--- src/rtl/fmul_pkg.sv ---
package fmul_pkg;
  localparam int unsigned INT_W_DEF  = 8;
  localparam int unsigned FRAC_W_DEF = 8;

  function automatic int unsigned prod_w(input int unsigned iw, input int unsigned fw);
    return iw + fw;
  endfunction
endpackage

--- src/rtl/fmul_pp_gen.sv ---
// Shifted, sign-extended partial products; the row for the sign bit is negated.
module fmul_pp_gen #(
  parameter int unsigned AW = 8,
  parameter int unsigned BW = 8,
  localparam int unsigned PW = AW + BW
) (
  input  logic [AW-1:0]          a_i,
  input  logic [BW-1:0]          b_i,
  output logic [BW-1:0][PW-1:0]  rows_o
);
  logic [PW-1:0] a_ext;
  assign a_ext = {{(PW-AW){a_i[AW-1]}}, a_i};

  always_comb begin
    for (int i = 0; i < int'(BW); i++) begin
      if (!b_i[i])              rows_o[i] = '0;
      else if (i == int'(BW)-1) rows_o[i] = ~(a_ext << i) + PW'(1);
      else                      rows_o[i] = a_ext << i;
    end
  end
endmodule

--- src/rtl/fmul_row_sum.sv ---
module fmul_row_sum #(
  parameter int unsigned N  = 8,
  parameter int unsigned PW = 16
) (
  input  logic [N-1:0][PW-1:0] rows_i,
  output logic [PW-1:0]        sum_o
);
  logic [PW-1:0] acc [N+1];
  assign acc[0] = '0;

  for (genvar i = 0; i < N; i++) begin : g_acc
    assign acc[i+1] = acc[i] + rows_i[i];
  end

  assign sum_o = acc[N];
endmodule

--- src/rtl/fmul_core.sv ---
// USE_ARRAY=1 builds an explicit add array; 0 infers one signed multiplier.
module fmul_core #(
  parameter int unsigned AW        = 8,
  parameter int unsigned BW        = 8,
  parameter bit          USE_ARRAY = 1'b1,
  localparam int unsigned PW = AW + BW
) (
  input  logic [AW-1:0] a_i,
  input  logic [BW-1:0] b_i,
  output logic [PW-1:0] p_o
);
  if (USE_ARRAY) begin : g_array
    logic [BW-1:0][PW-1:0] rows;
    fmul_pp_gen #(.AW(AW), .BW(BW)) i_pp (.a_i(a_i), .b_i(b_i), .rows_o(rows));
    fmul_row_sum #(.N(BW), .PW(PW)) i_sum (.rows_i(rows), .sum_o(p_o));
  end else begin : g_infer
    logic signed [PW-1:0] sa, sb;
    assign sa  = {{(PW-AW){a_i[AW-1]}}, a_i};
    assign sb  = {{(PW-BW){b_i[BW-1]}}, b_i};
    assign p_o = sa * sb;
  end
endmodule

--- src/rtl/frac_int_mul.sv ---
module frac_int_mul
  import fmul_pkg::*;
#(
  parameter int unsigned INT_W     = INT_W_DEF,
  parameter int unsigned FRAC_W    = FRAC_W_DEF,
  parameter bit          USE_ARRAY = 1'b1,
  localparam int unsigned PW = prod_w(INT_W, FRAC_W),
  localparam int unsigned FB = FRAC_W - 1
) (
  input  logic [INT_W-1:0]  int_i,
  input  logic [FRAC_W-1:0] frac_i,
  output logic [PW-1:0]     prod_o,
  output logic [INT_W-1:0]  res_o
);
  fmul_core #(.AW(INT_W), .BW(FRAC_W), .USE_ARRAY(USE_ARRAY)) i_core (
    .a_i(int_i), .b_i(frac_i), .p_o(prod_o)
  );

  // drop sign-duplicate top bit and the fraction bits
  assign res_o = prod_o[FB+INT_W-1:FB];

  localparam logic [INT_W-1:0]  INT_MIN  = {1'b1, {(INT_W-1){1'b0}}};
  localparam logic [FRAC_W-1:0] FRAC_MIN = {1'b1, {(FRAC_W-1){1'b0}}};
  logic [PW-1:0] neg_int_scaled;
  assign neg_int_scaled = PW'(0) - ({{(PW-INT_W){int_i[INT_W-1]}}, int_i} << FB);

  always_comb begin
    if (int_i == '0 || frac_i == '0)
      a_r6_zero: assert (prod_o == '0 && res_o == '0);
    if (int_i == INT_MIN && frac_i == FRAC_MIN)
      a_r5_wrap: assert (res_o == INT_MIN);
    if (frac_i == FRAC_MIN)
      a_r7_neg_one: assert (prod_o == neg_int_scaled);
    if (int_i != '0 && frac_i != '0 && !(int_i == INT_MIN && frac_i == FRAC_MIN))
      a_r1_sign: assert (prod_o[PW-1] == (int_i[INT_W-1] ^ frac_i[FRAC_W-1]));
  end
endmodule

--- config.mk ---
export PLATFORM = sky130hd
export DESIGN_NAME = frac_int_mul
export DESIGN_NICKNAME = d
export VERILOG_FILES = /design/src/rtl/fmul_pkg.sv /design/src/rtl/fmul_pp_gen.sv /design/src/rtl/fmul_row_sum.sv /design/src/rtl/fmul_core.sv /design/src/rtl/frac_int_mul.sv
export SDC_FILE = /design/constraint.sdc
export NUM_CORES = 1
export LEC_CHECK = 0
export BUFFER_PORTS_ARGS = -buffer_cell sky130_fd_sc_hd__buf_4
export CORE_ASPECT_RATIO = 0.9
export CORE_MARGIN = 3
export CORE_UTILIZATION = 25
export DETAILED_ROUTE_END_ITERATION = 8
export GPL_ROUTABILITY_DRIVEN = 0
export PLACE_DENSITY = 0.53
export SLEW_MARGIN = 20
export SYNTH_ARGS = -nofsm -noshare
export SYNTH_HDL_FRONTEND = slang
export SYNTH_SLANG_ARGS = --single-unit
export TNS_END_PERCENT = 1
--- constraint.sdc ---
create_clock -name vclk -period 10
set_clock_uncertainty 0.1 [all_clocks]
set_input_delay 2 -clock vclk [all_inputs]
set_output_delay 2 -clock vclk [all_outputs]
set_load 0.05 [all_outputs]
-- Yosys cells after proc, flatten, opt, wreduce, memory -nomap -nowiden
Cells that the tools add are included.
W data, S select, Z words.
- word-level logic and storage cells: 17
- input port bits: 16
- bits in registers: 0
- output and inout bits: 24
- bitwise operators: 1
- multiplexer cells: 8
- $add $sub $neg: 8
- operators by type and width (kind ; count):
    $mux W16 ; 8
    $add A16 B16 Y16 ; 7
    $add A16 B1 Y16 const B ; 1
    $not A16 Y16 ; 1

-- Longest topological paths before layout
- word-level depth: 8
- depth in mapped cells: 17

-- Cells and area by module
A second synthesis with hierarchy kept.
- cell total of the unflattened synthesis: 500
- area total of the unflattened synthesis: 4161.5 µm²
- by module, submodules not included (module ; cells each ; instances ; seq. area each (µm²) ; area an instance (µm²)):
    fmul_row_sum ; 344 ; 1 ; 0.0 ; 3081.7
    fmul_pp_gen ; 148 ; 1 ; 0.0 ; 1019.7
    frac_int_mul ; 8 ; 1 ; 0.0 ; 60.1

-- Worst setup path after synthesis
OpenSTA, ideal clock, no wires.
- path type: input -> output
- start: input port int_i[7]
- end: output port res_o[5]
- data required time: 7900 ps
- buffers on the path: 1
- slack: 987 ps
- data arrival time: 6913 ps
- stages: 15
- cell sequence: and2_1 > fa_1 > inv_1 > fa_1 > inv_1 > fa_1 > inv_1 > fa_1 > inv_1 > ha_1 > or4_1 > a211oi_2 > nor2_1 > xnor2_1 > buf_4
- word-level cells in the longest chain between the ends: 8
- elaborated cells on any way between the ends: 13
- classes of those cells: 7 x add/sub; 6 x mux
- RTL lines (item ; RTL line ; RTL):
    start: declaration ; frac_int_mul.sv:10 ; input logic [INT_W-1:0] int_i,
    $mux W16 ; fmul_pp_gen.sv:16 ; if (!b_i[i]) rows_o[i] = '0;
    $add A16 B16 Y16 (4 in series) ; fmul_row_sum.sv:12 ; assign acc[i+1] = acc[i] + rows_i[i];
    $add A16 B16 Y16 * (3 in series) ; fmul_row_sum.sv:12 ;
    end: declaration ; frac_int_mul.sv:13 ; output logic [INT_W-1:0] res_o
Mark *: on every way between the ends. The rest lies on a longest branch, timed or not.

-- Final worst setup path
- start: input port int_i[7]
- end: output port prod_o[14]
- word-level cells in the longest chain between the ends: 8
- elaborated cells on any way between the ends: 17
- classes of those cells: 8 x add/sub; 8 x mux; 1 x bitwise
- RTL lines (item ; RTL line ; RTL):
    $mux W16 ; fmul_pp_gen.sv:16 ;
    $add A16 B16 Y16 (6 in series) ; fmul_row_sum.sv:12 ;
    $add A16 B16 Y16 * ; fmul_row_sum.sv:12 ;
    end: declaration ; frac_int_mul.sv:12 ; output logic [PW-1:0] prod_o,
Marked as above.

==> metrics.txt <==
run status=complete, no violations; met3 Track Usage GR=0.0649%; crit path DAT=6690 ps; GR Overflow Total=0; antenna viol nets, final=0; Syn Area/Cell=8.97 sq um; Buffers on Ports=40; hold-fix buffer count after cts=0; Synth Instances=271; seq_cells=0; syn_nets=362; storage element area=0 sq um; Area growth syn-to-layout=15.7%; initial core utilization=26.2%; Crit Path Category=input port to primary output; RSZ-0062 raised after global routing=false; grt met1 use=14.3%; Worst Hold Class=input port to primary output; clkbuf count=0; Yosys cell types=35; MaxCap Viol Count=0; Post-Syn Area=2430 sq um; Core Footprint=9290 sq um; Seq/Total Area, Yosys=0%; Critical Path, Cell by Cell=buf_4, and2_1, fa_1, inv_1, fa_1, inv_1, fa_1, inv_1, fa_1, inv_1, ha_1, or4_1, a211oi_2, o31ai_1, a21oi_2, xnor2_1, buf_4; # DRC=0; grt met2 use=15.9%; grt peak-use layer=met2; CP max-delay cell=fa_1; final hold vios=0; diode count=0; Die H=99.5 microns; chip width=110 microns; maximum clock rate=114 MHz; Vias/cell=4.29; Slew HR=52.4%; initial antenna violation count=0; Setup TNS=0 ps; Setup Fix Bufs, Post-CTS=0; Synth warnings=0; DRT Wirelength=4980 microns; final slew viol count=0; Worst Setup End Kind=primary output; largest net degree at the start of global routing=14; crit-path max FO=10; first-pass GRT wire length=8510 microns; Crit path required time=7900 ps; slowest stage delay, CP=660 ps; post-layout min period=8790 ps; WL per Instance=11.8 microns; # IOs=40; Final nets=393; fraction of layout cells with a size suffix above 1=15.0%; CP Launch Type=input port; commonest non-fill, non-tap cell in the layout=inv_1; vias in the first global route=1866; drt pass-1 iters=4; worst slew pin tran=708 ps; post_cts resized=0; commonest cells after routing, fill and taps aside=63 x inv_1, 53 x fa_1, 52 x and2_1, 40 x buf_4, 22 x ha_1; Final setup viols=0; starting DRC count in detailed routing=49; fin crit share=87.9%; total track usage=9.38%; Detailed Place HPWL=4560 microns; DR vias=1809; die area=10900 sq um; FP Rows=33
[through the flow]
stage / cells / hold WS, ps / setup WS, ps / util [%] / instance area, sq um
CTS: 422 / 4360 / 1200 / 30.3 / 2810
detailed placement: 422 / 4350 / 1220 / 30.3 / 2810
finish: 422 / 4350 / 1210 / 30.3 / 2810
global route: 422 / 4370 / 981 / 30.3 / 2810
global placement: 422 / 4350 / 1310 / 30.3 / 2810
floorplan: 271 / 4180 / 987 / - / 2430
[worst paths after layout]
kind,from,to,cells past startpoint
worst max-delay path,int_i[7],prod_o[14],17
worst min-delay path,frac_i[0],prod_o[0],3
[synthesized netlist by cell type]
| cell | count | area (sq um) |
|---|---|---|
| and2_1 | 52 | 325 |
| a21o_2 | 1 | 8.76 |
| nand2_1 | 10 | 37.5 |
| o2111ai_1 | 1 | 8.76 |
| or3_1 | 1 | 6.26 |
| a21bo_2 | 1 | 10.0 |
| nor4_1 | 1 | 6.26 |
| clkbuf_1 | 3 | 11.3 |
| ha_1 | 22 | 275 |
| o2bb2ai_1 | 1 | 8.76 |
| buf_4 | 8 | 60.1 |
| a211oi_2 | 1 | 12.5 |
| a31oi_1 | 1 | 6.26 |
| nor3_1 | 3 | 15.0 |
| a21o_4 | 1 | 15.0 |
| o21ai_1 | 3 | 15.0 |
| a21oi_2 | 1 | 8.76 |
| nor2b_1 | 1 | 6.26 |
| a41oi_1 | 1 | 8.76 |
| o21a_1 | 2 | 15.0 |
| or2_1 | 2 | 12.5 |
| nand2b_1 | 3 | 18.8 |
| fa_1 | 53 | 1060 |
| o41ai_1 | 1 | 8.76 |
| or4_1 | 1 | 7.51 |
| o21ai_0 | 2 | 10.0 |
| a21oi_1 | 4 | 20.0 |
| and3_1 | 5 | 31.3 |
| nor2_1 | 5 | 18.8 |
| nand3b_1 | 1 | 7.51 |
| xnor2_1 | 12 | 105 |
| o22ai_1 | 1 | 6.26 |
| inv_1 | 63 | 236 |
| o31ai_1 | 1 | 7.51 |
| xor2_1 | 2 | 17.5 |
[worst max-delay path: cells and delay by family]
kind	cells	cell delay, ps
AOI/OAI and AO/OA	3	630
xor gates and xnor gates	1	160
adders and majority gates	5	2480
buffers and inverters	6	640
and+or+nand+nor	2	760
[layout make-up]
type / instances / area, sq um
Tap cell: 122 / 153
Inverter: 63 / 236
Fill cell: 1001 / 6480
Multi-Input combinational cell: 197 / 2120
Timing Repair Buffer: 40 / 300
[kinds of logic (layout without fill, tap and decap cells)]
logic type	count (synthesis)	in the layout	synth area share (%)
AND/OR/NAND/NOR	85	85	20.3
adder cells (fa/ha/maj)	75	75	55.0
buffers and inverters	74	103	12.7
AO/OA/AOI/OAI	23	23	7.00
XOR/XNOR	14	14	5.05
[metal layers]
metal  part of all wire (%)  vias up
li1                       -      874
met1                     49      900
met2                     47       35
met3                    3.3        0
met4                      0        0
met5                      0        -
Power is not shown: default switching activity piles up to over one toggle a cycle in this logic, so the estimate is an artifact.
